## config.mk

```make
export PLATFORM = sky130hd
export DESIGN_NAME = ahb_burst_master
export DESIGN_NICKNAME = d
export VERILOG_FILES = /design/src/rtl/ahbm_pkg.sv /design/src/rtl/ahbm_cmd_check.sv /design/src/rtl/ahbm_addr_gen.sv /design/src/rtl/ahb_burst_master.sv
export SDC_FILE = /design/constraint.sdc
export NUM_CORES = 1
export LEC_CHECK = 0
export ABC_CLOCK_PERIOD_IN_PS = 4400
export BUFFER_PORTS_ARGS = -buffer_cell sky130_fd_sc_hd__buf_2
export CELL_PAD_IN_SITES_DETAIL_PLACEMENT = 1
export CELL_PAD_IN_SITES_GLOBAL_PLACEMENT = 1
export CORE_MARGIN = 2
export CORE_UTILIZATION = 35
export CTS_CLUSTER_DIAMETER = 80
export DETAILED_ROUTE_END_ITERATION = 7
export PLACE_DENSITY = 0.82
export SLEW_MARGIN = 20
export SYNTH_ARGS = -nofsm -noshare
export SYNTH_HDL_FRONTEND = slang
export SYNTH_SLANG_ARGS = --single-unit
```

## constraint.sdc

```tcl
create_clock -name clk -period 4.4 [get_ports clk]
set_input_delay 0.66 -clock clk [delete_from_list [all_inputs] [get_ports clk]]
set_output_delay 0.66 -clock clk [all_outputs]
set_load 0.1 [all_outputs]
```

## src/rtl/ahbm_pkg.sv

```systemverilog
package ahbm_pkg;

    typedef enum logic [1:0] {
        TR_IDLE = 2'd0,
        TR_BUSY = 2'd1,
        TR_NSEQ = 2'd2,
        TR_SEQ  = 2'd3
    } trans_e;

    typedef struct packed {
        logic       wr;
        logic [2:0] size;
        logic [2:0] burst;
        logic [3:0] prot;
    } ctrl_t;

    localparam int BEAT_W = 5;

    // Number of beats carried by a burst code
    function automatic logic [BEAT_W-1:0] beats_of(input logic [2:0] b);
        case (b)
            3'd2, 3'd3: beats_of = BEAT_W'(4);
            3'd4, 3'd5: beats_of = BEAT_W'(8);
            3'd6, 3'd7: beats_of = BEAT_W'(16);
            default:    beats_of = BEAT_W'(1);
        endcase
    endfunction

    function automatic logic is_wrap(input logic [2:0] b);
        is_wrap = (b == 3'd2) || (b == 3'd4) || (b == 3'd6);
    endfunction

endpackage

```

## src/rtl/ahbm_cmd_check.sv

```systemverilog
module ahbm_cmd_check
    import ahbm_pkg::*;
#(
    parameter int ADDR_W     = 32,
    parameter int DATA_W     = 32,
    parameter int BOUND_LOG2 = 10
) (
    input  logic [ADDR_W-1:0] addr,
    input  logic [2:0]        burst,
    input  logic [2:0]        size,
    output logic              ok
);
    localparam int MAX_SIZE = $clog2(DATA_W / 8);
    localparam int SPAN_W   = BOUND_LOG2 + 8;

    logic              size_ok, burst_ok, align_ok, crosses;
    logic [ADDR_W-1:0] lo_mask;
    logic [SPAN_W-1:0] span, end_off;

    always_comb begin
        size_ok  = (int'(size) <= MAX_SIZE);
        burst_ok = (burst != 3'd1);
        lo_mask  = (ADDR_W'(1) << size) - ADDR_W'(1);
        align_ok = ((addr & lo_mask) == '0);
        span     = SPAN_W'(beats_of(burst)) << size;
        end_off  = SPAN_W'(addr[BOUND_LOG2-1:0]) + span;
        crosses  = !is_wrap(burst) && (burst != 3'd0)
                   && (end_off > (SPAN_W'(1) << BOUND_LOG2));
        ok       = size_ok && burst_ok && align_ok && !crosses;
    end
endmodule

```

## src/rtl/ahbm_addr_gen.sv

```systemverilog
module ahbm_addr_gen
    import ahbm_pkg::*;
#(
    parameter int ADDR_W = 32
) (
    input  logic [ADDR_W-1:0] addr,
    input  logic [2:0]        size,
    input  logic [2:0]        burst,
    output logic [ADDR_W-1:0] nxt
);
    logic [ADDR_W-1:0] inc, wmask;

    always_comb begin
        inc   = addr + (ADDR_W'(1) << size);
        wmask = (ADDR_W'(beats_of(burst)) << size) - ADDR_W'(1);
        if (is_wrap(burst))
            nxt = (addr & ~wmask) | (inc & wmask);
        else
            nxt = inc;
    end
endmodule

```

## src/rtl/ahb_burst_master.sv

```systemverilog
module ahb_burst_master
    import ahbm_pkg::*;
#(
    parameter int ADDR_W     = 32,
    parameter int DATA_W     = 32,
    parameter int BOUND_LOG2 = 10
) (
    input  logic              clk,
    input  logic              rst,
    input  logic              cmd_valid,
    output logic              cmd_ready,
    input  logic [ADDR_W-1:0] cmd_addr,
    input  logic [2:0]        cmd_burst,
    input  logic [2:0]        cmd_size,
    input  logic              cmd_write,
    input  logic [3:0]        cmd_prot,
    output logic              cmd_err,
    input  logic              data_avail,
    input  logic              hready,
    output logic [1:0]        htrans,
    output logic [ADDR_W-1:0] haddr,
    output logic [2:0]        hburst,
    output logic [2:0]        hsize,
    output logic              hwrite,
    output logic [3:0]        hprot
);
    trans_e            tr_q;
    logic [ADDR_W-1:0] addr_q;
    ctrl_t             ctl_q;
    logic [BEAT_W-1:0] beat_q, len_q;
    logic              err_q;

    logic              cmd_ok;
    logic [ADDR_W-1:0] addr_nxt;
    logic              is_xfer, last_beat, take;
    trans_e            cont_tr;

    ahbm_cmd_check #(
        .ADDR_W(ADDR_W), .DATA_W(DATA_W), .BOUND_LOG2(BOUND_LOG2)
    ) u_check (
        .addr(cmd_addr), .burst(cmd_burst), .size(cmd_size), .ok(cmd_ok)
    );

    ahbm_addr_gen #(.ADDR_W(ADDR_W)) u_agen (
        .addr(addr_q), .size(ctl_q.size), .burst(ctl_q.burst), .nxt(addr_nxt)
    );

    always_comb begin
        is_xfer   = (tr_q == TR_NSEQ) || (tr_q == TR_SEQ);
        last_beat = is_xfer && (beat_q == len_q - BEAT_W'(1));
        cmd_ready = hready && ((tr_q == TR_IDLE) || last_beat);
        take      = cmd_valid && cmd_ready;
        cont_tr   = data_avail ? TR_SEQ : TR_BUSY;
    end

    always_ff @(posedge clk) begin
        if (rst) begin
            tr_q   <= TR_IDLE;
            addr_q <= '0;
            ctl_q  <= '0;
            beat_q <= '0;
            len_q  <= BEAT_W'(1);
            err_q  <= 1'b0;
        end else begin
            err_q <= take && !cmd_ok;
            if (hready) begin
                if (take && cmd_ok) begin
                    tr_q   <= TR_NSEQ;
                    addr_q <= cmd_addr;
                    ctl_q  <= '{wr: cmd_write, size: cmd_size,
                               burst: cmd_burst, prot: cmd_prot};
                    beat_q <= '0;
                    len_q  <= beats_of(cmd_burst);
                end else if (last_beat || tr_q == TR_IDLE) begin
                    tr_q <= TR_IDLE;
                end else if (is_xfer) begin
                    tr_q   <= cont_tr;
                    beat_q <= beat_q + BEAT_W'(1);
                    addr_q <= addr_nxt;
                end else begin
                    tr_q <= cont_tr;
                end
            end
        end
    end

    assign htrans  = tr_q;
    assign haddr   = addr_q;
    assign hburst  = ctl_q.burst;
    assign hsize   = ctl_q.size;
    assign hwrite  = ctl_q.wr;
    assign hprot   = ctl_q.prot;
    assign cmd_err = err_q;
endmodule

```

==> impl_metrics.ini <==
[worst_setup_path]
crit_chain = buf_2 > xor2_1 > nand2_1 > nor2_1 > a31oi_1 > o21ai_0 > ha_1 > a21oi_1 > o21ai_2 > o2111ai_2 > mux2i_1 > o311a_1 > or3_4 > buf_4 > nor2_1 > a211oi_1
reg2reg_slack_ps = 860
critPathBufInv = 2
arrival_ps = 4330
rr_worst_depth = 12
worstPathMaxFanout = 15
worstPathRequired_ps = 4550
critPathMostFrequentCell = nor2_1
path_delay_family = compound AO/OA/AOI/OAI gates
endpoint_kind = flip-flop
worst_path_max_delay_cell = or3_4
cp_slowest_stage_delay_ps = 510
reg2reg_from = hsize[2]
worst_setup_path_start_kind = primary input
path_class = in2reg

[timing]
rsz0062_at_grt = no
max-slew-margin-rel_pct = 41.92
fin_crit_ps = 4184
finalClockSkew_ps = 10.14
slew_violations = 0
setup_viol = 0
tns_ps = 0
hold_violations = 0
fin_crit_sh_pct = 95.08
tightestPinTransition_ps = 871.2
max_freq_ghz = 0.2390
fin_hold_ws_ps = 457.7

[logic_synthesis]
synthDistinctLibCells = 62
synth_commonest_cells = 73 x nand2_1, 69 x nor2_1, 55 x dfxtp_1
synth_ff_type = dfxtp_1
synthMuxAreaShare_pct = 1.187
synth_compound_area_share_pct = 25.18
syn_inst = 583
synth_xor_area_share_pct = 7.815
ys.warnings.count = 0
synth_largest_area_cell = dfxtp_1
synth_area_leaders = dfxtp_1 25%, ha_1 6.9%, nand2_1 6.3%
yosysMostFrequentCell = nand2_1
synthSimpleGateAreaFrac_pct = 27.03
synth_nets = 657
synth_top_family_by_area = simple AND/OR/NAND/NOR gates
synth_area_per_cell_um2 = 7.415
seq_area_frac_synth_pct = 25.47
synth-adder-area-share_pct = 7.873
async_flop_share_pct = 0
netlist.area_leader.share_pct = 25.47
netlist_area_um2 = 4323
synth_edf_count = 0
ys_ff_latch = 55

[grt]
overflow = 0
track_usage_pct = 22.07
grt_pass1_vias = 4758
grt_max_degree = 45
antenna_found_initial = 0
grt_pass1_wl_um = 23730

[finish]
multiInputGateArea_um2 = 2992
fin_nets = 730
antenna_cells = 0
final_area_um2 = 5064
stdcell_count = 804
syn2layout_area_growth_pct = 17.13
seqCellArea_um2 = 1101
drive_above_1_share_pct = 18.87
final_util_pct = 42.16
fillers = 1520

[clock_tree]
cts_tree = yes
clockBufferDepth = 2
clock_sinks = 55
clkTransAtPathRegs_ps = 80
insertion_delay_ps = 300
cts_inserted_buffers = 5
cts_resized = 0
root_buffer = clkbuf_16
ctsHoldBuffers = 0
ctsHtreeMaxLevel = 2
post_cts_buffers = 0

[placement]
place_inst = 796
placed_cell_area_um2 = 4918
gp_congestion = 0.9599
dp_hpwl_um = 11170
io_buffers = 94

[run_status]
status = completed

[floorplan]
core-area_um2 = 12010
fp.dieW_um = 115.1
die-area_um2 = 13260
start_util_pct = 35.99
die_y_um = 115.1
ios = 95
row_count = 40

[detailed_routing]
wirelength_um = 14600
wl_per_cell_um = 18.15
drt_iter0_drc = 218
num_vias = 4763
routed_via_density = 5.924
final_antenna_net_count = 0
drcViolationCount = 0
drt_pre_antenna_iters = 4

[pwr]
p_leak_nw = 2.051
ir_worst_vdd_v = 0.0001192
power_density_nw_per_um2 = 221.4

[min_path]
hold_start = hprot[3]
hold_end = hprot[3]
min_path_cells = 2
min_path_type = reg2reg

[job]
drv_cap = 0
==> metrics by stage <==
step	total power, mW	setup slack (ps)
floorplan	0.6561	461.1
detailed placement	0.7188	-33.69
finish	1.121	216.4
global route	1.161	19.52
CTS	1.126	245.8
global placement	0.7139	79.36
==> cell type report <==
class / count / area share [%]
clock inverter: 2 / 0.3212
inverter: 19 / 1.408
multi-input combinational: 471 / 59.08
tap: 147 / 3.632
clock buffer: 6 / 2.545
timing repair buffer: 104 / 11.27
sequential: 55 / 21.74
==> routing by layer <==
layer	vias to the layer above	part of all wire (%)	routed length (um)	track usage, %
li1	2264	-	-	-
met4	0	2.7	398	8.112
met5	-	0	0	0
met1	2345	45	6514	27.85
met2	125	48	7063	38.55
met3	29	4.2	619	2.741
==> where the power goes <==
| group | switching [mW] | internal, mW |
|---|---|---|
| Clock | 0.197 | 0.214 |
| Sequential | 0.00597 | 0.502 |
| Combinational | 0.137 | 0.0641 |
==> kinds of logic (layout without fill, tap and decap cells) <==
family	after synthesis	in the layout
simple gates	245	245
compound gates	158	158
buf+inv	57	131
flops	55	55
xor+xnor	37	37
fa+ha+maj	26	26
mux	5	5
==> how the worst max path moves through the flow <==
stage | from | end | cells after the start
after CTS | cmd_size[2] | flip-flop | 13
after detailed placement | cmd_size[2] | flip-flop | 13
after global placement | cmd_size[2] | flip-flop | 13
after global routing | cmd_size[2] | flip-flop | 13
after floorplan | cmd_size[2] | flip-flop | 15
final | cmd_size[0] | flip-flop | 16
==> cell usage in the layout (no fill, tap or decap), types with 4 or more instances in the layout <==
| master | n |
|---|---|
| buf_2 | 94 |
| nand2_1 | 73 |
| nor2_1 | 69 |
| dfxtp_1 | 55 |
| a21oi_1 | 46 |
| nor3_1 | 24 |
| ha_1 | 24 |
| a211oi_1 | 21 |
| xnor2_1 | 20 |
| inv_1 | 19 |
| xor2_1 | 16 |
| nand3_1 | 16 |
| o21ai_0 | 14 |
| o211ai_1 | 11 |
| a31oi_1 | 9 |
| nand4_1 | 9 |
| buf_4 | 8 |
| and3_1 | 7 |
| nand2b_1 | 7 |
| nor4_1 | 7 |
| a21o_1 | 7 |
| a311oi_1 | 7 |
| nor3b_1 | 6 |
| a211o_1 | 5 |
| clkbuf_16 | 5 |
| or2_2 | 4 |
| mux2i_1 | 4 |
==> tightest hold or removal path: stages (launching register included) <==
cell and delay [ps]:
dfxtp_1 310, nand2_1 50, a21oi_1 50
(Power assumes the default switching activity.)
